`src/rtl/tx_pad_fcs.sv`:
```
module tx_pad_fcs #(
  parameter int MIN_FRAME = 64,
  parameter int FCS_LEN   = 4
) (
  input  logic       clk,
  input  logic       rst_n,
  input  logic       in_valid,
  output logic       in_ready,
  input  logic [7:0] in_data,
  input  logic       in_first,
  input  logic       in_last,
  input  logic       pad_en,
  input  logic       fcs_off,
  output logic       out_valid,
  input  logic       out_ready,
  output logic [7:0] out_data,
  output logic       out_last
);
  localparam int MIN_DATA = MIN_FRAME - FCS_LEN;
  localparam int CW = $clog2(MIN_DATA + 1);
  localparam int IW = $clog2(FCS_LEN);
  localparam int LW = $clog2(MIN_FRAME + 1);

  typedef enum logic [1:0] {S_DATA, S_PAD, S_FCS} phase_t;

  phase_t          state;
  logic [CW-1:0]   cnt;
  logic [31:0]     crc;
  logic [IW-1:0]   fidx;
  logic            pad_h, fo_h;

  function automatic logic [31:0] crc_byte(input logic [31:0] c, input logic [7:0] d);
    logic [31:0] r;
    r = c ^ {24'h0, d};
    for (int k = 0; k < 8; k++)
      r = r[0] ? ((r >> 1) ^ 32'hEDB88320) : (r >> 1);
    return r;
  endfunction

  wire start    = (state == S_DATA) && in_first;
  wire eff_pe   = start ? pad_en  : pad_h;
  wire eff_fo   = start ? fcs_off : fo_h;
  wire want_fcs = eff_pe || !eff_fo;
  wire out_fire = out_valid && out_ready;

  wire [CW-1:0] cnt_base = start ? '0 : cnt;
  wire [CW-1:0] cnt_inc  = (cnt_base == CW'(MIN_DATA)) ? cnt_base : cnt_base + 1'b1;
  wire          need_pad = eff_pe && (cnt_inc < CW'(MIN_DATA));

  wire [31:0] crc_base = start ? 32'hFFFF_FFFF : crc;
  wire [31:0] crc_next = crc_byte(crc_base, (state == S_PAD) ? 8'h00 : in_data);
  wire [31:0] fcs_word = ~crc;
  wire        fcs_end  = (fidx == IW'(FCS_LEN - 1));

  assign in_ready  = (state == S_DATA) && out_ready;
  assign out_valid = (state == S_DATA) ? in_valid : 1'b1;

  always_comb begin
    case (state)
      S_PAD:   out_data = 8'h00;
      S_FCS:   out_data = fcs_word[8*fidx +: 8];
      default: out_data = in_data;
    endcase
  end

  always_comb begin
    case (state)
      S_FCS:   out_last = fcs_end;
      S_DATA:  out_last = in_last && !want_fcs;
      default: out_last = 1'b0;
    endcase
  end

  always_ff @(posedge clk or negedge rst_n) begin
    if (!rst_n) begin
      state <= S_DATA;
      cnt   <= '0;
      crc   <= 32'hFFFF_FFFF;
      fidx  <= '0;
      pad_h <= 1'b0;
      fo_h  <= 1'b0;
    end else if (out_fire) begin
      case (state)
        S_DATA: begin
          cnt <= cnt_inc;
          crc <= crc_next;
          if (start) begin
            pad_h <= pad_en;
            fo_h  <= fcs_off;
          end
          if (in_last) begin
            fidx <= '0;
            if (need_pad)      state <= S_PAD;
            else if (want_fcs) state <= S_FCS;
          end
        end
        S_PAD: begin
          cnt <= cnt_inc;
          crc <= crc_next;
          if (cnt_inc == CW'(MIN_DATA)) state <= S_FCS;
        end
        default: begin
          fidx <= fidx + 1'b1;
          if (fcs_end) state <= S_DATA;
        end
      endcase
    end
  end

  logic [LW-1:0] chk_len;
  always_ff @(posedge clk or negedge rst_n) begin
    if (!rst_n) chk_len <= '0;
    else if (out_fire) begin
      if (out_last) chk_len <= '0;
      else if (chk_len != LW'(MIN_FRAME)) chk_len <= chk_len + 1'b1;
    end
  end

  AST_MIN_LEN: assert property (@(posedge clk) disable iff (!rst_n)
    out_fire && out_last && (state == S_FCS) && pad_h |-> chk_len >= LW'(MIN_FRAME - 1));
  AST_NO_INPUT_IN_TAIL: assert property (@(posedge clk) disable iff (!rst_n)
    (state != S_DATA) |-> !(in_valid && in_ready));
  AST_TAIL_STALL_STABLE: assert property (@(posedge clk) disable iff (!rst_n)
    (state != S_DATA) && out_valid && !out_ready |=> out_valid && $stable(out_data) && $stable(out_last));
  AST_TAIL_NEEDS_FCS: assert property (@(posedge clk) disable iff (!rst_n)
    out_fire && (state != S_DATA) |-> (pad_h || !fo_h));
  AST_CNT_BOUND: assert property (@(posedge clk) disable iff (!rst_n)
    cnt <= CW'(MIN_DATA));
endmodule

```
`config.mk`:
```
export PLATFORM = sky130hd
export DESIGN_NAME = tx_pad_fcs
export DESIGN_NICKNAME = d
export VERILOG_FILES = /design/src/rtl/tx_pad_fcs.sv
export SDC_FILE = /design/constraint.sdc
export NUM_CORES = 1
export LEC_CHECK = 0
export ABC_AREA = 1
export BUFFER_PORTS_ARGS = -buffer_cell sky130_fd_sc_hd__buf_2
export CAP_MARGIN = 20
export CORE_MARGIN = 5
export CORE_UTILIZATION = 50
export CTS_CLUSTER_SIZE = 28
export DETAILED_ROUTE_END_ITERATION = 6
export PLACE_DENSITY = 0.68
export SLEW_MARGIN = 25
export SYNTH_ARGS = -nofsm -noshare
export SYNTH_HDL_FRONTEND = slang
export SYNTH_SLANG_ARGS = --single-unit
```
`constraint.sdc`:
```
create_clock -name clk -period 4.4 [get_ports clk]
set_clock_uncertainty 0.15 [all_clocks]
set_input_delay 0.44 -clock clk [delete_from_list [all_inputs] [get_ports clk]]
set_output_delay 0.44 -clock clk [all_outputs]
set_load 0.01 [all_outputs]
```
==> results.txt <==
----------------------------------------------------
[Outcome]
  Run status ... complete, but fails checks
  Failing checks ... hold timing

[Power and ir drop]
  Power per unit of standard cell area ... 937.8 nW/um^2
  Internal portion of total power ... 1.739 mW
  VDD IR max ... 0.0003054 V
  Switching Power ... 1.967 mW
  Clock share of power ... 7.1%
  Part of the total power dissipated in sequential elements ... 23.1%
  Static leakage power ... 2.045 nW
  Proportion of power drawn by combinational gates ... 69.8%
  Switching Share ... 53.07%

[Clock tree]
  Post-CTS Setup Inserts ... 0
  CTS Sinks ... 44
  Buffer levels on the longest clock path ... 2
  CTS H-tree depth ... 2
  Post-cts hold buffer count ... 0
  Root buffer cell ... clkbuf_8
  CTS tree ... yes
  Num CTS Buffers ... 5
  Clock-pin slew of the registers on the worst-case setup and hold paths ... 80 ps
  Clock latency of the later-clocked register in the worst-skew pair ... 290 ps
  Post-CTS sizing ... 0

[Setup path]
  Critical Path Sink Type ... primary output
  CP peak stage delay ... 440 ps
  Worst-path maximum fanout ... 30
  Kind of cell with the highest combined delay on the critical path ... buffers and inverters
  Crit-path cells ... inv_1, ha_1, nand2_4, inv_2, nand2_1, o21ai_0, nand2_1, nor2_1, a22o_1, buf_2
  Type of origin of the critical path ... register
  Worst path bufs/invs ... 3
  Required time of the critical path ... 3810 ps
  Path type of the worst setup path ... reg2out
  Worst r2r path cells ... 14
  Data arrival at the endpoint of the critical path ... 2600 ps
  Path length in cells of the critical path ... 10
  Slowest cell on the critical path ... inv_2
  Most used cell, CP ... nand2_1

[Final layout]
  Area growth from synthesis to layout ... 6.615%
  Number of diodes added for antenna fixing ... 0
  Post-layout net count ... 580
  Post-route cell area ... 3953 sq um
  Fill count ... 696
  Share of layout cells above drive strength 1 ... 20.89%
  Area occupied by multi-input gates ... 2198 sq um
  Top library cells by usage in the layout, fill and taps aside ... 162 x nand2_1, 58 x inv_1, 53 x o21ai_0
  Area of all sequential standard cells ... 1141 sq um
  Most common cell after layout, fill and taps aside ... nand2_1

[STA]
  Transition time at the pin with the least slew margin ... 632.2 ps
  Summed negative setup slack over all endpoints ... 0 ps
  RSZ-0062 raised after global routing ... no
  Worst slew margin relative to its limit ... 57.81%
  Fraction of the cycle the final worst path needs ... 72.42%
  Final hold viol count ... 12
  Max Transition Viols Final ... 0
  Time the worst path needs with I/O delays and setup ... 3187 ps
  Number of setup violations in the final report ... 0
  Final worst-path setup slack ... 1213 ps
  Max Clk Rate ... 313.8 MHz
  Hold slack final ... -5.958 ps

[GRT]
  Number of antenna violations at the first check in global routing ... 0
  Pin count of the biggest net entering global routing ... 45
  Vias in the first global route ... 3163
  Overflow left after global routing ... 0
  Total global-route track usage ... 21.49%
  First-pass GRT wire length ... 15.48 mm

[Hold path]
  Hold/Removal Path Class ... in2async

[Floorplanning]
  DIE AREA ... 9237 sq um
  Row count ... 31
  Die Span Y ... 96.11 um
  CORE AREA ... 7253 sq um
  # IOs ... 27
  Horizontal extent of the die ... 96.11 um
  Initial standard-cell utilization of the core ... 51.11%

[Drt]
  Via total after detailed routing ... 3465
  Via-per-instance ratio ... 5.258
  Total detailed-routing wirelength ... 9.335 mm
  Number of DRC violations after detailed routing ... 0
  First DRT Iteration DRCs ... 241
  Routed wire length per instance ... 14.17 um
  Remaining antenna violation count ... 0
  Iteration count of the initial detailed-routing pass ... 5

[Yosys]
  Top cell type by total area after synthesis ... dfstp_2
  Main area contributors after synthesis ... dfstp_2 23%, nand2_1 16%, dfrtp_1 8.1%
  Proportion of synthesized chip area in sequential cells ... 30.78%
  Mapped cell area ... 3707 sq um
  Dominant synthesized flop cell ... dfstp_2
  Post-synthesis average cell area ... 6.840 sq um
  Yosys warnings ... 0
  Number of library cell types mapped by synthesis ... 38
  Net count of the mapped netlist ... 563
  Number of flops mapped to enable cells by yosys ... 0
  Number of standard cells after synthesis ... 542
  Synth top area share ... 22.68%
  Async SR Flop Fraction ... 100.0%
  Number of flip-flops and latches in the synthesized netlist ... 44

[Placement]
  Area after DPL ... 3860 sq um
  Half-perimeter wire length after detailed placement ... 6.682 mm
  IO buf count ... 26
  Placer's final routability congestion estimate ... 0.8424
  Worst setup slack before clock tree synthesis ... 1509 ps

[Run]
  Number of max-cap violations ... 0

----------------------------------------------------
## Yosys cell counts (4+ instances only)
cell,count
o21ai_1,6
ha_1,5
nand4_1,5
a21oi_1,14
xor2_1,23
nand3_1,41
buf_4,4
inv_1,58
nand2_2,16
xnor2_1,10
inv_2,8
clkbuf_1,9
nand2_4,10
nand2_1,162
nand3_2,5
nor2_1,39
dfrtp_1,12
dfstp_2,32
o21ai_0,53
nor2_2,4
## power by group through the flow
stage          Combinational, mW  Clock [mW]  Sequential [mW]
2_1_floorplan               2.10           0            0.785
3_3_place_gp                2.52           0            0.852
3_5_place_dp                2.56           0            0.855
4_1_cts                     2.58       0.271            0.849
5_1_grt                     2.93       0.286            0.875
6_report                    2.59       0.265            0.855
## area by class of cell
cell class / count / share of cell area, %
multi-input cells: 413 / 55.62
flip-flops and latches: 44 / 28.87
inverters: 67 / 6.363
repair buffers: 28 / 3.735
well taps: 99 / 3.134
clock buffers: 8 / 2.279
## worst register-to-register path: stages, from the launching register on
cell and delay [ps]:
dfrtp_1 390, inv_1 100, ha_1 370, nand2_4 310, inv_2 440, nor2_1 100, inv_1 90, ha_1 190
nand3_2 150, o21ai_1 220, nor2_1 70, nand2_1 90, nand3_1 70, nand2_1 70, inv_1 30
## logic make-up after synthesis
logic type | count (synthesis) | synth area share, %
compound gates | 79 | 11.07
flops | 44 | 30.78
buf+inv | 85 | 9.922
fa+ha+maj | 5 | 1.687
simple gates | 292 | 36.69
xor+xnor | 37 | 9.855
## through the flow
| stage | std cells | utilization (%) | power (mW) |
|---|---|---|---|
| floorplan | 542 | - | 2.882 |
| global placement | 651 | 53.22 | 3.368 |
| detailed placement | 651 | 53.22 | 3.419 |
| CTS | 659 | 54.46 | 3.699 |
| global route | 659 | 54.49 | 4.086 |
| finish | 659 | 54.49 | 3.707 |
## routing by layer
metal | GRT usage [%] | vias up | wire (um)
li1 | - | 1737 | -
met1 | 29.84 | 1591 | 4513
met2 | 33.58 | 117 | 4005
met3 | 4.378 | 20 | 618
met4 | 6.517 | 0 | 198
met5 | 0 | - | 0
## registers in the layout (all words and copies together), names as in the netlist
name,flops
pad_h,1
state,2
fidx,2
crc,32
fo_h,1
cnt,6
## worst paths after layout
path,to,slack (ps),startpoint
worst max-delay path,out_last,1210,state[1]$_DFFE_PN0P_
worst min register to register,crc[4]$_DFFE_PN1P_,320,crc[4]$_DFFE_PN1P_
worst max register to register,state[1]$_DFFE_PN0P_,1450,state[1]$_DFFE_PN0P_
min in group clk,fidx[1]$_DFFE_PN0P_,290,out_ready
max in group asynchronous,crc[9]$_DFFE_PN1P_,3710,rst_n
worst min-delay path,cnt[4]$_DFFE_PN0P_,-6,rst_n
No activity file was read; power rests on OpenSTA's default activity.
